$ cat config.mk
export PLATFORM = sky130hd
export DESIGN_NAME = ep_flag_reg
export DESIGN_NICKNAME = d
export VERILOG_FILES = /design/src/rtl/ep_flag_pkg.sv /design/src/rtl/ep_flag_bit.sv /design/src/rtl/ep_rwa_calc.sv /design/src/rtl/ep_kill_ctl.sv /design/src/rtl/ep_flag_reg.sv
export SDC_FILE = /design/constraint.sdc
export NUM_CORES = 1
export LEC_CHECK = 0
export BUFFER_PORTS_ARGS = -buffer_cell sky130_fd_sc_hd__buf_2
export CAP_MARGIN = 20
export CORE_AREA = 2 2 39 41
export CTS_BUF_LIST = sky130_fd_sc_hd__clkbuf_4 sky130_fd_sc_hd__clkbuf_8
export DETAILED_ROUTE_END_ITERATION = 8
export DIE_AREA = 0 0 41 43
export PLACE_DENSITY = 0.71
export SLEW_MARGIN = 20
export SYNTH_ARGS = -nofsm -noshare
export SYNTH_HDL_FRONTEND = slang
export SYNTH_SLANG_ARGS = --single-unit
$ cat constraint.sdc
create_clock -name clk_i -period 0.85 [get_ports clk_i]
set_input_delay 0 -clock clk_i [delete_from_list [all_inputs] [get_ports clk_i]]
set_output_delay 0 -clock clk_i [all_outputs]
set_load 0.005 [all_outputs]
$ cat src/rtl/ep_flag_pkg.sv
package ep_flag_pkg;
  localparam int REG_W     = 8;
  localparam int NUM_FLAGS = 5;
  // bit positions decoded by firmware
  localparam int BIT_TXR = 0;
  localparam int BIT_STL = 1;
  localparam int BIT_RXO = 2;
  localparam int BIT_STP = 3;
  localparam int BIT_NAK = 4;
  localparam int BIT_RWA = 5;
endpackage

$ cat src/rtl/ep_flag_bit.sv
module ep_flag_bit (
  input  logic clk_i,
  input  logic rst_ni,
  input  logic set_i,
  input  logic clr_i,
  output logic q_o
);
  // set dominates clear so no event is lost
  always_ff @(posedge clk_i or negedge rst_ni) begin
    if (!rst_ni)    q_o <= 1'b0;
    else if (set_i) q_o <= 1'b1;
    else if (clr_i) q_o <= 1'b0;
  end
endmodule

$ cat src/rtl/ep_rwa_calc.sv
module ep_rwa_calc (
  input  logic dir_in_i,
  input  logic bank_full_i,
  input  logic bank_empty_i,
  input  logic stall_req_i,
  input  logic err_i,
  input  logic is_ctrl_i,
  output logic rwa_o
);
  logic bank_ok;
  always_comb begin
    bank_ok = dir_in_i ? !bank_full_i : !bank_empty_i;
    rwa_o   = bank_ok && !stall_req_i && !err_i && !is_ctrl_i;
  end
endmodule

$ cat src/rtl/ep_kill_ctl.sv
module ep_kill_ctl (
  input  logic clk_i,
  input  logic rst_ni,
  input  logic arm_i,
  input  logic done_i,
  output logic pend_o,
  output logic req_o
);
  logic fire;
  assign fire = arm_i && !pend_o;

  always_ff @(posedge clk_i or negedge rst_ni) begin
    if (!rst_ni) begin
      pend_o <= 1'b0;
      req_o  <= 1'b0;
    end else begin
      req_o <= fire;
      if (fire)        pend_o <= 1'b1;
      else if (done_i) pend_o <= 1'b0;
    end
  end
endmodule

$ cat src/rtl/ep_flag_reg.sv
module ep_flag_reg
  import ep_flag_pkg::*;
(
  input  logic                 clk_i,
  input  logic                 rst_ni,
  input  logic                 dir_in_i,
  input  logic                 is_ctrl_i,
  input  logic                 is_iso_i,
  input  logic                 bank_full_i,
  input  logic                 bank_empty_i,
  input  logic                 stall_req_i,
  input  logic                 err_i,
  input  logic                 ev_setup_i,
  input  logic                 ev_out_i,
  input  logic                 ev_txfree_i,
  input  logic                 ev_nak_i,
  input  logic                 ev_stall_i,
  input  logic                 ev_crc_i,
  input  logic                 kill_done_i,
  input  logic                 wr_en_i,
  input  logic [REG_W-1:0]     wr_data_i,
  input  logic [NUM_FLAGS-1:0] ien_i,
  output logic [REG_W-1:0]     rd_data_o,
  output logic                 irq_o,
  output logic                 kill_req_o
);
  logic [NUM_FLAGS-1:0] set_v, clr_v, q_v, irq_src;
  logic                 rwa, kill_pend;
  logic                 unused_wr_hi;

  assign unused_wr_hi = ^wr_data_i[REG_W-1:NUM_FLAGS];

  // direction-qualified hardware set events
  always_comb begin
    set_v          = '0;
    set_v[BIT_TXR] = ev_txfree_i && dir_in_i;
    set_v[BIT_STL] = ev_stall_i || (ev_crc_i && is_iso_i && !dir_in_i);
    set_v[BIT_RXO] = ev_out_i && !dir_in_i;
    set_v[BIT_STP] = ev_setup_i && !dir_in_i;
    set_v[BIT_NAK] = ev_nak_i;
  end

  assign clr_v = {NUM_FLAGS{wr_en_i}} & ~wr_data_i[NUM_FLAGS-1:0];

  for (genvar i = 0; i < NUM_FLAGS; i++) begin : g_flag
    ep_flag_bit u_bit (
      .clk_i (clk_i),
      .rst_ni(rst_ni),
      .set_i (set_v[i]),
      .clr_i (clr_v[i]),
      .q_o   (q_v[i])
    );
  end

  ep_kill_ctl u_kill (
    .clk_i (clk_i),
    .rst_ni(rst_ni),
    .arm_i (wr_en_i && wr_data_i[BIT_RXO] && dir_in_i),
    .done_i(kill_done_i),
    .pend_o(kill_pend),
    .req_o (kill_req_o)
  );

  ep_rwa_calc u_rwa (
    .dir_in_i    (dir_in_i),
    .bank_full_i (bank_full_i),
    .bank_empty_i(bank_empty_i),
    .stall_req_i (stall_req_i),
    .err_i       (err_i),
    .is_ctrl_i   (is_ctrl_i),
    .rwa_o       (rwa)
  );

  always_comb begin
    irq_src          = q_v;
    irq_src[BIT_TXR] = q_v[BIT_TXR] && dir_in_i;
    irq_src[BIT_RXO] = q_v[BIT_RXO] && !dir_in_i;
    irq_src[BIT_STP] = q_v[BIT_STP] && !dir_in_i;

    rd_data_o                  = '0;
    rd_data_o[NUM_FLAGS-1:0]   = irq_src;
    rd_data_o[BIT_RXO]         = dir_in_i ? kill_pend : q_v[BIT_RXO];
    rd_data_o[BIT_RWA]         = rwa;
  end

  always_ff @(posedge clk_i or negedge rst_ni) begin
    if (!rst_ni) irq_o <= 1'b0;
    else         irq_o <= |(irq_src & ien_i);
  end
endmodule


==> results.sh <==
export IMPL_placement_cell_area_sq_um=596.8
export IMPL_io_pins=40
export IMPL_synth_distinct_cells=20
export IMPL_run_status="finished, violations left"
export IMPL_hold_violation_total_from_the_final_report=0
export IMPL_port_buffers=34
export IMPL_crit_path_max_fanout=3
export IMPL_first_global_vias=391
export IMPL_max_freq_ghz=0.9731
export IMPL_cts_buffer_depth=2
export IMPL_dr_total_vias=448
export IMPL_layout_worst_path_cycle_share_pct=120.9
export IMPL_setup_ws_ps=-177.6
export IMPL_starting_density_of_the_core_pct=32.64
export IMPL_power_density_nw_per_um2=1347
export IMPL_layout_min_cycle_time_ps=1028
export IMPL_area_growth_syn_to_layout_pct=61.22
export IMPL_syn_avg_cell_area_sq_um=11.29
export IMPL_finalHoldWorstSlack_ps=21.44
export IMPL_cp_buffers_inverters=1
export IMPL_fin_worst_skew_ps=6.522
export IMPL_max_rail_drop_vdd_v=0.0006379
export IMPL_cp_slowest_cell="sky130_fd_sc_hd__dfrtp_1"
export IMPL_global_route_usage_over_all_layers_pct=13.69
export IMPL_timing_critical_path_from_type="flop"
export IMPL_count_of_final_max_slew_check_failures=0
export IMPL_cp_endpoint_kind="output pin"
export IMPL_grt_antenna_before_repair=0
export IMPL_drive_above_1_share_pct=58.02
export IMPL_synth_area_sq_um=451.7
export IMPL_antenna_diode_count=0
export IMPL_clock_sink_count=8
export IMPL_cpLargestDelayFamily="flip-flops"
export IMPL_clock_root_buffer="sky130_fd_sc_hd__clkbuf_4"
export IMPL_chipHeight_microns=43
export IMPL_post_synthesis_instance_total=40
export IMPL_regArea_sq_um=200.2
export IMPL_cts_inserted_buffers=3
export IMPL_cp_required_ps=850
export IMPL_rows=14
export IMPL_cap_viol_max_count=0
export IMPL_final_area_sq_um=728.2
export IMPL_cts_tree="built"
export IMPL_multi_input_gate_area_in_the_final_layout_sq_um=205.2
export IMPL_finalSetupViolations=5
export IMPL_clock_latency_ps=250
export IMPL_number_of_warnings_issued_by_yosys=0
export IMPL_gp_congestion=0.5880
export IMPL_layout_nets=113
export IMPL_drc=0
export IMPL_totalWireLength_microns=1100
export IMPL_n_fill_cell=136
export IMPL_max_stage_delay_ps=390
export IMPL_maximum_number_of_pins_on_one_net_before_global_route_repair=10
export IMPL_clk_pin_slew_worst_paths_ps=50
export IMPL_violations_in_the_final_reports="setup timing"
export IMPL_grt_overflow=0
export IMPL_grt_pass1_wl_microns=1511
export IMPL_synth_ff_latch_count=8
export IMPL_yosysSeqAreaShare_pct=44.32
export IMPL_die_w_microns=41
export IMPL_crit_arrival_ps=1030
export IMPL_cts_htree_levels=1
export IMPL_hold_path_class="input port to flop"
export IMPL_die_area_sq_um=1763
export IMPL_core_area_sq_um=1384
export IMPL_drt_iter0_drc=4
export IMPL_detail_route_wl_per_cell_microns=11.34
export IMPL_leakage_power_total_nw=0.3892
export IMPL_vias_per_cell=4.619
export IMPL_criticalPathCategory="flop to output pin"
export IMPL_dp_hpwl_microns=796.5
export IMPL_grt_setup_unrepaired="true"
export IMPL_final_antenna_net_count=0
export IMPL_crit_path_cell_trace="mux2_4, buf_6"
export IMPL_drt_pass1_iterations=2
final timing paths:
check,cells past startpoint,slack (ps),endpoint,start
worst max-delay path,2,-180,rd_data_o[2],u_kill.pend_o$_DFFE_PN0P_
worst min-delay path,3,20,u_kill.pend_o$_DFFE_PN0P_,kill_done_i
worst max register to register,3,-50,irq_o$_DFF_PN0_,g_flag[2].u_bit.q_o$_DFFE_PN0P_
worst min register to register,1,500,g_flag[4].u_bit.q_o$_DFFE_PN0P_,g_flag[4].u_bit.q_o$_DFFE_PN0P_
max in group asynchronous,2,560,g_flag[2].u_bit.q_o$_DFFE_PN0P_,rst_ni
min in group asynchronous,2,120,u_kill.pend_o$_DFFE_PN0P_,rst_ni
synthesized netlist by cell type:
cell type | number | share of area [%]
sky130_fd_sc_hd__a221o_1 | 1 | 2.2
sky130_fd_sc_hd__a22o_2 | 1 | 2.2
sky130_fd_sc_hd__buf_6 | 1 | 2.5
sky130_fd_sc_hd__conb_1 | 1 | 0.83
sky130_fd_sc_hd__a22o_1 | 2 | 3.9
sky130_fd_sc_hd__nor4_4 | 1 | 4.7
sky130_fd_sc_hd__a22oi_1 | 2 | 3.3
sky130_fd_sc_hd__a21o_1 | 2 | 3.3
sky130_fd_sc_hd__o211ai_1 | 1 | 1.7
sky130_fd_sc_hd__inv_1 | 3 | 2.5
sky130_fd_sc_hd__nand2b_1 | 5 | 6.9
sky130_fd_sc_hd__and2_0 | 1 | 1.4
sky130_fd_sc_hd__nor2_1 | 1 | 0.83
sky130_fd_sc_hd__and2_2 | 1 | 1.7
sky130_fd_sc_hd__mux2_2 | 1 | 2.5
sky130_fd_sc_hd__nand3_1 | 1 | 1.1
sky130_fd_sc_hd__buf_4 | 5 | 8.3
sky130_fd_sc_hd__dfrtp_1 | 8 | 44
sky130_fd_sc_hd__mux2_4 | 1 | 3.3
sky130_fd_sc_hd__and4b_2 | 1 | 2.5
kinds of logic (layout without fill, tap and decap cells):
family | Yosys count | count (layout) | synth area share (%)
buffers and inverters | 9 | 49 | 13.30
AND/OR/NAND/NOR | 11 | 11 | 19.11
multiplexers | 2 | 2 | 5.816
other | 1 | 2 | 0.8302
flip-flops | 8 | 8 | 44.32
AO/OA/AOI/OAI | 9 | 9 | 16.62
worst reg2reg max path, stage by stage (launching register included):
cell	delay (ps)
sky130_fd_sc_hd__dfrtp_1	380
sky130_fd_sc_hd__buf_4	150
sky130_fd_sc_hd__a22oi_2	150
sky130_fd_sc_hd__o211ai_1	100
power breakdown:
| part | switching, W | internal, W |
|---|---|---|
| Sequential | 0.0000226 | 0.000415 |
| Clock | 0.000113 | 0.000160 |
| Combinational | 0.0000960 | 0.000173 |
| Total | 0.000232 | 0.000749 |
placed cells by master, fill, tap and decap left out, drive strengths merged:
| master | count |
|---|---|
| a21o | 2 |
| a221o | 1 |
| a22o | 3 |
| a22oi | 2 |
| and2 | 2 |
| and4b | 1 |
| buf | 37 |
| clkbuf | 3 |
| conb | 2 |
| dfrtp | 8 |
| dlygate4sd3 | 6 |
| inv | 3 |
| mux2 | 2 |
| nand2b | 5 |
| nand3 | 1 |
| nor2 | 1 |
| nor4 | 1 |
| o211ai | 1 |
repair_timing:
item | CTS | global route
hold endpoints to repair | 13 | 0
gates resized for setup | 5 | 1
buffers inserted | 3 | 0
setup endpoints to repair | 4 | 7
hold buffers | 6 | 0
pin swaps | 0 | 1
per-layer routing:
| metal | wire (microns) | GRT usage [%] | vias to the layer above |
|---|---|---|---|
| met5 | 0 | 0 | - |
| met4 | 17 | 12.00 | 0 |
| met3 | 137 | 4.712 | 2 |
| met2 | 521 | 23.13 | 26 |
| met1 | 423 | 11.30 | 202 |
| li1 | - | - | 218 |
state kept, by name (all words and copies together), names as in the netlist:
name,flops
g_flag.u_bit.q_o,5
irq_o,1
u_kill.pend_o,1
u_kill.req_o,1
cell type report:
| type | instances | share of cell area (%) |
|---|---|---|
| timing repair buffer | 43 | 36.94 |
| sequential | 8 | 27.49 |
| inverter | 3 | 1.546 |
| clock buffer | 3 | 3.093 |
| tap | 16 | 2.749 |
| multi-input combinational | 24 | 28.18 |
metrics by stage:
stage | TNS [ps] | setup slack (ps) | power [W] | cells | utilization [%]
global placement | 0 | 24.52 | 0.0006292 | 85 | 43.13
detailed placement | 0 | 10.84 | 0.0006350 | 85 | 43.13
finish | -313.8 | -177.6 | 0.0009806 | 97 | 52.62
global route | -495.1 | -209.1 | 0.001051 | 97 | 52.62
floorplan | 0 | 42.82 | 0.0005443 | 41 | -
CTS | -303.1 | -186.1 | 0.0009922 | 97 | 52.35
No activity file was read; power rests on OpenSTA's default activity.
